File: src/rtl/nand_erase_pkg.sv
package nand_erase_pkg;

  typedef enum logic [2:0] {
    S_IDLE,
    S_CMD1,
    S_ADDR,
    S_CMD2,
    S_PCMD,
    S_PRD,
    S_DONE
  } seq_st_e;

  typedef enum logic [1:0] {
    P_IDLE,
    P_LO,
    P_HI
  } phy_st_e;

  localparam logic [7:0] CMD_ERASE   = 8'h60;
  localparam logic [7:0] CMD_CONFIRM = 8'hD0;
  localparam logic [7:0] CMD_STATUS  = 8'h70;

  localparam int ST_RDY_BIT  = 6;
  localparam int ST_FAIL_BIT = 0;

  typedef struct packed {
    logic       cle;
    logic       ale;
    logic       rd;
    logic [7:0] data;
  } bus_op_t;

endpackage

File: src/rtl/nand_bus_phy.sv
// One bus cycle per start: strobe low LO_CYC clocks, high HI_CYC clocks.
module nand_bus_phy
  import nand_erase_pkg::*;
#(
  parameter int LO_CYC = 2,
  parameter int HI_CYC = 2
) (
  input  logic       clk_i,
  input  logic       rst_ni,
  input  logic       start_i,
  input  bus_op_t    op_i,
  output logic       done_o,
  output logic [7:0] rdata_o,
  output logic       cle_o,
  output logic       ale_o,
  output logic       we_no,
  output logic       re_no,
  output logic [7:0] dq_o,
  output logic       dq_oe_o,
  input  logic [7:0] dq_i
);

  localparam int MAX_CYC = (LO_CYC > HI_CYC) ? LO_CYC : HI_CYC;
  localparam int CNT_W   = $clog2(MAX_CYC + 1);

  phy_st_e          st_q;
  bus_op_t          op_q;
  logic [CNT_W-1:0] cnt_q;
  logic             active;

  always_ff @(posedge clk_i or negedge rst_ni) begin
    if (!rst_ni) begin
      st_q    <= P_IDLE;
      op_q    <= '0;
      cnt_q   <= '0;
      rdata_o <= '0;
    end else begin
      case (st_q)
        P_IDLE: if (start_i) begin
          op_q  <= op_i;
          cnt_q <= CNT_W'(LO_CYC - 1);
          st_q  <= P_LO;
        end
        P_LO: if (cnt_q == '0) begin
          if (op_q.rd) rdata_o <= dq_i;
          cnt_q <= CNT_W'(HI_CYC - 1);
          st_q  <= P_HI;
        end else begin
          cnt_q <= cnt_q - 1'b1;
        end
        P_HI: if (cnt_q == '0) begin
          st_q <= P_IDLE;
        end else begin
          cnt_q <= cnt_q - 1'b1;
        end
        default: st_q <= P_IDLE;
      endcase
    end
  end

  assign active  = (st_q != P_IDLE);
  assign cle_o   = active && op_q.cle;
  assign ale_o   = active && op_q.ale;
  assign we_no   = !((st_q == P_LO) && !op_q.rd);
  assign re_no   = !((st_q == P_LO) && op_q.rd);
  assign dq_oe_o = active && !op_q.rd;
  assign dq_o    = dq_oe_o ? op_q.data : 8'h00;
  assign done_o  = (st_q == P_HI) && (cnt_q == '0);

endmodule

File: src/rtl/nand_wait_timer.sv
module nand_wait_timer #(
  parameter int LIMIT = 1000
) (
  input  logic clk_i,
  input  logic rst_ni,
  input  logic clr_i,
  input  logic en_i,
  output logic expired_o
);

  localparam int CNT_W = $clog2(LIMIT + 1);

  logic [CNT_W-1:0] cnt_q;

  assign expired_o = (cnt_q >= CNT_W'(LIMIT));

  always_ff @(posedge clk_i or negedge rst_ni) begin
    if (!rst_ni)                cnt_q <= '0;
    else if (clr_i)             cnt_q <= '0;
    else if (en_i && !expired_o) cnt_q <= cnt_q + 1'b1;
  end

endmodule

File: src/rtl/nand_erase_seq.sv
module nand_erase_seq
  import nand_erase_pkg::*;
#(
  parameter int BLK_W     = 16,
  parameter int ADDR_CYC  = 2,
  parameter int WE_LO_CYC = 2,
  parameter int WE_HI_CYC = 2,
  parameter int TMO_CYC   = 50000
) (
  input  logic             clk_i,
  input  logic             rst_ni,
  input  logic             req_i,
  input  logic [BLK_W-1:0] blk_addr_i,
  output logic             ack_o,
  output logic             pass_o,
  output logic             fail_o,
  output logic             timeout_o,
  output logic             mark_bad_o,
  output logic [7:0]       status_o,
  output logic             nand_ce_no,
  output logic             nand_cle_o,
  output logic             nand_ale_o,
  output logic             nand_we_no,
  output logic             nand_re_no,
  output logic [7:0]       nand_dq_o,
  output logic             nand_dq_oe_o,
  input  logic [7:0]       nand_dq_i,
  input  logic             nand_rb_i
);

  localparam int ADDR_BITS = 8 * ADDR_CYC;
  localparam int IDX_W     = (ADDR_CYC > 1) ? $clog2(ADDR_CYC) : 1;

  seq_st_e              st_q;
  logic                 launched_q;
  logic [ADDR_BITS-1:0] addr_q;
  logic [ADDR_BITS-1:0] blk_ext;
  logic [IDX_W-1:0]     idx_q;
  logic                 final_q;
  logic                 res_fail_q;
  logic                 res_tmo_q;
  logic [7:0]           stat_q;

  logic                 bus_st;
  logic                 phy_start;
  logic                 phy_done;
  logic [7:0]           phy_rdata;
  bus_op_t              phy_op;
  logic                 tmo_exp;

  generate
    if (BLK_W < ADDR_BITS) begin : g_zext
      assign blk_ext = {{(ADDR_BITS - BLK_W){1'b0}}, blk_addr_i};
    end else begin : g_trunc
      assign blk_ext = blk_addr_i[ADDR_BITS-1:0];
    end
  endgenerate

  assign bus_st    = (st_q inside {S_CMD1, S_ADDR, S_CMD2, S_PCMD, S_PRD});
  assign phy_start = bus_st && !launched_q;

  always_comb begin
    phy_op = '0;
    case (st_q)
      S_CMD1: begin phy_op.cle = 1'b1; phy_op.data = CMD_ERASE;   end
      S_ADDR: begin phy_op.ale = 1'b1; phy_op.data = addr_q[idx_q*8 +: 8]; end
      S_CMD2: begin phy_op.cle = 1'b1; phy_op.data = CMD_CONFIRM; end
      S_PCMD: begin phy_op.cle = 1'b1; phy_op.data = CMD_STATUS;  end
      S_PRD:  phy_op.rd = 1'b1;
      default: phy_op = '0;
    endcase
  end

  always_ff @(posedge clk_i or negedge rst_ni) begin
    if (!rst_ni) begin
      st_q       <= S_IDLE;
      launched_q <= 1'b0;
      addr_q     <= '0;
      idx_q      <= '0;
      final_q    <= 1'b0;
      res_fail_q <= 1'b0;
      res_tmo_q  <= 1'b0;
      stat_q     <= '0;
    end else begin
      if (phy_done)       launched_q <= 1'b0;
      else if (phy_start) launched_q <= 1'b1;
      case (st_q)
        S_IDLE: if (req_i) begin
          addr_q  <= blk_ext;
          idx_q   <= '0;
          final_q <= 1'b0;
          st_q    <= S_CMD1;
        end
        S_CMD1: if (phy_done) st_q <= S_ADDR;
        S_ADDR: if (phy_done) begin
          if (idx_q == IDX_W'(ADDR_CYC - 1)) st_q <= S_CMD2;
          else idx_q <= idx_q + 1'b1;
        end
        S_CMD2: if (phy_done) st_q <= S_PCMD;
        S_PCMD: if (phy_done) st_q <= S_PRD;
        S_PRD: if (phy_done) begin
          stat_q <= phy_rdata;
          if (phy_rdata[ST_RDY_BIT] || final_q) begin
            res_fail_q <= phy_rdata[ST_FAIL_BIT];
            res_tmo_q  <= 1'b0;
            st_q       <= S_DONE;
          end else if (tmo_exp) begin
            res_fail_q <= 1'b0;
            res_tmo_q  <= 1'b1;
            st_q       <= S_DONE;
          end else begin
            // pin-reported ready: one confirming poll decides
            final_q <= nand_rb_i;
            st_q    <= S_PCMD;
          end
        end
        S_DONE:  st_q <= S_IDLE;
        default: st_q <= S_IDLE;
      endcase
    end
  end

  nand_bus_phy #(
    .LO_CYC(WE_LO_CYC),
    .HI_CYC(WE_HI_CYC)
  ) phy_i (
    .clk_i  (clk_i),
    .rst_ni (rst_ni),
    .start_i(phy_start),
    .op_i   (phy_op),
    .done_o (phy_done),
    .rdata_o(phy_rdata),
    .cle_o  (nand_cle_o),
    .ale_o  (nand_ale_o),
    .we_no  (nand_we_no),
    .re_no  (nand_re_no),
    .dq_o   (nand_dq_o),
    .dq_oe_o(nand_dq_oe_o),
    .dq_i   (nand_dq_i)
  );

  nand_wait_timer #(
    .LIMIT(TMO_CYC)
  ) tmr_i (
    .clk_i    (clk_i),
    .rst_ni   (rst_ni),
    .clr_i    (st_q == S_IDLE),
    .en_i     ((st_q == S_PCMD) || (st_q == S_PRD)),
    .expired_o(tmo_exp)
  );

  assign ack_o      = (st_q == S_DONE);
  assign pass_o     = ack_o && !res_fail_q && !res_tmo_q;
  assign fail_o     = ack_o && res_fail_q;
  assign timeout_o  = ack_o && res_tmo_q;
  assign mark_bad_o = ack_o && res_fail_q;
  assign status_o   = ack_o ? stat_q : 8'h00;
  assign nand_ce_no = (st_q == S_IDLE) || (st_q == S_DONE);

endmodule

File: config.mk
export PLATFORM = sky130hd
export DESIGN_NAME = nand_erase_seq
export DESIGN_NICKNAME = d
export VERILOG_FILES = /design/src/rtl/nand_erase_pkg.sv /design/src/rtl/nand_bus_phy.sv /design/src/rtl/nand_wait_timer.sv /design/src/rtl/nand_erase_seq.sv
export SDC_FILE = /design/constraint.sdc
export NUM_CORES = 1
export LEC_CHECK = 0
export BUFFER_PORTS_ARGS = -buffer_cell sky130_fd_sc_hd__buf_2
export CAP_MARGIN = 10
export CORE_UTILIZATION = 60
export DETAILED_ROUTE_END_ITERATION = 7
export PLACE_DENSITY = 0.92
export RECOVER_POWER = 100
export SETUP_SLACK_MARGIN = 0.3
export SYNTH_ARGS = -nofsm -noshare
export SYNTH_HDL_FRONTEND = slang
export SYNTH_HIERARCHICAL = 1
export SYNTH_SLANG_ARGS = --single-unit
File: constraint.sdc
create_clock -name clk_i -period 5.9 [get_ports clk_i]
set_input_delay 0.295 -clock clk_i [delete_from_list [all_inputs] [get_ports clk_i]]
set_output_delay 0.295 -clock clk_i [all_outputs]
set_load 0.005 [all_outputs]
## Yosys cells after proc, flatten, opt, wreduce, memory -nomap -nowiden

Index checks and enable logic that the tools add are counted.

| storage, ports and cells | value |
|---|---|
| register bits | 71 |
| input port bits | 28 |
| output and inout port bits | 27 |
| word-level logic and storage cells | 125 |

| operators by class | value |
|---|---|
| add/subtract/negate cells | 3 |
| $lt $le $gt $ge | 1 |
| eq/ne operators | 21 |
| shift operators | 1 |
| mux-type cells | 39 |
| reduce and logical (&&, ||, !) cells | 44 |

Operator list:

| operator | number |
|---|---|
| $mux W16 | 2 |
| $pmux W8 S4 | 1 |
| $mux W3 | 7 |
| $ne A2 B2 Y1 const B | 10 |
| $pmux W3 S6 | 1 |
| $add A16 B1 Y16 const B | 1 |
| $ge A16 B16 Y1 const B | 1 |
| $mux W8 | 2 |
| $shiftx A16 B5 Y8 | 1 |
| $mux W1 | 15 |
| $reduce_and A3 Y1 | 5 |
| $mux W2 | 7 |
| $logic_and A1 B1 Y1 | 12 |
| $pmux W2 S3 | 2 |
| $reduce_bool A2 Y1 | 6 |
| $eq A3 B3 Y1 const B | 3 |
| $logic_not A1 Y1 | 7 |
| $reduce_and A7 Y1 | 1 |
| $eq A3 B2 Y1 const B | 2 |
| $ne A2 B1 Y1 const B | 3 |
| $reduce_and A2 Y1 | 3 |
| $reduce_and A5 Y1 | 1 |
| $reduce_bool A5 Y1 | 1 |
| $logic_not A2 Y1 | 2 |
| 10 further kinds | 13 |

## Depth between registers and ports, before layout

| depth | value |
|---|---|
| depth after elaboration | 5 |
| mapped depth | 7 |
| depth with buffers taken out | 6 |

## Modules after synthesis

The synthesis kept the hierarchy.

By module, submodules not included:

| module | times used | cells an instance | area an instance (sq um) | sequential area each (sq um) |
|---|---|---|---|---|
| nand_erase_seq | 1 | 152 | 1609.0 | 800.8 |
| nand_bus_phy | 1 | 85 | 1152.4 | 575.6 |
| nand_wait_timer | 1 | 106 | 982.2 | 400.4 |

## Worst setup path before layout

Ideal clock, no wire load.

| timing | value |
|---|---|
| kind | reg-to-reg |
| start point | register, netlist name st_q[1] |
| end point | register tmr_i.cnt_q[12] |
| library setup time | 0.125 ns |
| arrival | 1.740 ns |
| data required time | 5.775 ns |
| slack | 4.035 ns |
| cell stages (with the launch flop) | 7 |
| buffers on the path | 2 |
| period minus slack after synthesis | 1.865 ns |
| cell sequence | dfrtp_1 > clkbuf_1 > nor2b_1 > o21ai_2 > buf_6 > nor4_1 > mux2_2 |

RTL lines:

| element | line | text |
|---|---|---|
| to (signal assigned) | nand_wait_timer.sv:20 | `else if (en_i && !expired_o) cnt_q <= cnt_q + 1'b1;` |
| to (decl) | nand_wait_timer.sv:13 | `logic [CNT_W-1:0] cnt_q;` |

==> metrics.md <==
| Metric | Value |
|---|---|
| Gate Count Post-Synth | 343 |
| Initial antenna violation count | 0 |
| Routed vias | 2788 |
| Crit path kind | reg -> reg |
| Number of cells in the finished layout apart from fillers | 475 |
| Reg clk slew, reported paths | 0.07 ns |
| CTS tree | done |
| Clock Path Buffers | 2 |
| Crit path max-delay family | simple AND/OR/NAND/NOR gates |
| Maximum clock rate | 0.347 GHz |
| Outcome | finished clean |
| CTS sink cnt | 71 |
| Commonest cells post-synth | dfrtp_1 (71), nand2_1 (40), mux2_2 (31), and2_1 (20), nor2_1 (19) |
| DPL Wire Length | 5.15 mm |
| Total Routing Usage GR | 0.259 |
| Tcrit/Tclk final | 0.488 |
| Skew-Pair Late Insertion Delay | 0.34 ns |
| R2R Path Start | st_q[1] |
| Worst-Margin Slew | 1.20 ns |
| Fin. Hold Viols | 0 |
| Yosys reg bits | 71 |
| Row cnt | 28 |
| Slowest CP cell | and2_0 |
| CP Max Fanout | 22 |
| Initial Utilization | 0.629 |
| Mapped Avg Cell Area | 10.9 sq um |
| FFs w/ async S/R, synth | 1.00 |
| Routed wire length | 7.71 mm |
| Routability cong. | 0.822 |
| Hold Crit Class | in -> async |
| Vias in the first global route | 2723 |
| Fillers | 451 |
| Port Buf Inserts | 54 |
| Worst R2R End | addr_q[9] |
| WP data arrival | 3.10 ns |
| Crit-path cells | or3_1, inv_1, and2_0, mux2_1 |
| Core area | 5960 sq um |
| Die area | 6560 sq um |
| Max transition margin | 0.192 |
| Seq/Total Area, Yosys | 0.475 |
| Syn nets | 381 |
| Post-CTS Setup Repair Bufs | 0 |
| Synth area leader | dfrtp_1 |
| Setup_tns | 0 ns |
| Share of the synthesized area in the top cell type | 0.475 |
| Pwr/cell area | 411 nW/um^2 |
| Resized cells post-CTS | 0 |
| Final setup fails | 0 |
| Placed cells | 459 |
| CP Launch Type | flop |
| Register-to-Register Path Depth | 4 |
| Final Skew | 0.00585 ns |
| Setup slack after layout | 3.02 ns |
| R2R setup slack | 3.02 ns |
| Pin count of the biggest net entering global routing | 72 |
| Total of warnings raised by yosys | 6 |
| Root buf cell | clkbuf_8 |
| Synthesized area | 3740 sq um |
| Most numerous cell in the Yosys netlist | dfrtp_1 |
| WHS | 0.144 ns |
| RSZ-0062 raised after global routing | false |
| Post-DRT Antenna Nets | 0 |
| Syn-to-layout area delta | 9.56% |
| DRC errors left | 0 |
| Fin nets | 433 |
| Antenna diodes | 0 |
| Detailed-route wire length per cell | 16.2 microns |
| Via density per instance | 5.87 |
| Primary FF master, synth | dfrtp_1 |
| Area contributors post-synth | dfrtp_1 (47%), mux2_2 (9.3%), mux2_4 (4.0%), nand2_1 (4.0%), and2_1 (3.3%) |
| CTS hold repair buffers | 0 |
| Die height | 81.0 microns |
| First-pass GRT wire length | 12.7 mm |
| Slew Limit Fails | 0 |
| Worst slack, placed | 3.80 ns |
| Layout cells sized above 1 | 0.250 |
| CTS buffer count | 9 |
| Global route overflow | 0 |
| Util after Layout | 0.689 |
| CTS H-tree lvls | 3 |
| Crit end category | flop |
| Largest stage delay, worst path | 0.86 ns |
| CP Buf/Inv Count | 1 |
| Number of flops mapped to enable cells by yosys | 0 |
| I/O pin count | 55 |
| Max-cap violations | 0 |
| Data required, critical path | 6.12 ns |
| Distinct cell type count after synthesis | 52 |
| VDD IR max | 268 uV |
| Leakage power | 1.89 nW |
| Die X | 81.0 microns |
| Min cycle time layout | 2.88 ns |
| Initial DRT Pass Iterations | 6 |
| DRT iter0 DRCs | 215 |
flip-flops by register name, indices dropped and copies added (netlist names):
signal         count
tmr_i/cnt_q       16
phy_i/st_q         2
final_q            1
phy_i/rdata_o      8
phy_i/op_q        11
stat_q             8
launched_q         1
phy_i/cnt_q        2
idx_q              1
res_tmo_q          1
st_q               3
addr_q            16
res_fail_q         1
stage by stage:
stage / power [W] / cell area [sq um]
floorplan: 0.00126 / 3740
global placement: 0.00136 / 4020
detailed placement: 0.00140 / 4020
CTS: 0.00175 / 4190
global route: 0.00180 / 4100
finish: 0.00169 / 4100
layout by cell type (no fill, tap or decap), types with 10 or more instances in the layout:
cell	n
dfrtp_1	71
ha_1	10
nor2b_1	10
a21oi_1	15
nor2_1	19
and2_0	16
nand2_1	40
mux2_2	32
clkbuf_1	12
inv_1	12
o21ai_0	12
clkbuf_8	10
buf_2	42
layout make-up:
cell class / count / area [sq um] / area share
inverter: 12 / 45.0 / 0.0110
sequential: 71 / 1780 / 0.433
clock inverter: 5 / 32.5 / 0.00793
clock buffer: 11 / 141 / 0.0345
timing repair buffer: 56 / 269 / 0.0656
tap: 75 / 93.8 / 0.0229
multi-input combinational: 245 / 1740 / 0.425
power breakdown:
| group | leakage (nW) | total, W | internal (W) | switching [W] |
|---|---|---|---|---|
| combinational | 0.897 | 0.000544 | 0.000274 | 0.000271 |
| clock | 0.0935 | 0.000343 | 0.000164 | 0.000178 |
| sequential | 0.899 | 0.000801 | 0.000658 | 0.000143 |
| total | 1.89 | 0.00169 | 0.00110 | 0.000593 |
cell families after synthesis:
group,Yosys count,synth area share
xor+xnor,1,0.00234
simple gates,134,0.201
buf+inv,27,0.0398
fa+ha+maj,10,0.0334
compound gates,52,0.0966
mux,48,0.152
flops,71,0.475
metal layers:
layer,wire length (microns),GRT usage
met1,3280,0.330
met2,3870,0.422
met3,435,0.0674
met4,128,0.104
met5,0,0
worst max path at each step:
stage | end | startpoint | slack [ns] | cells after the start
finish | addr_q[9] | st_q[1] | 3.02 | 4
floorplan | tmr_i/cnt_q[12] | st_q[1] | 4.04 | 6
CTS | status_o[1] | st_q[1] | 3.70 | 4
detailed placement | addr_q[2] | st_q[1] | 3.80 | 4
global placement | addr_q[2] | st_q[1] | 3.86 | 4
global route | addr_q[9] | st_q[1] | 2.85 | 4
No activity file was read; power rests on OpenSTA's default activity.
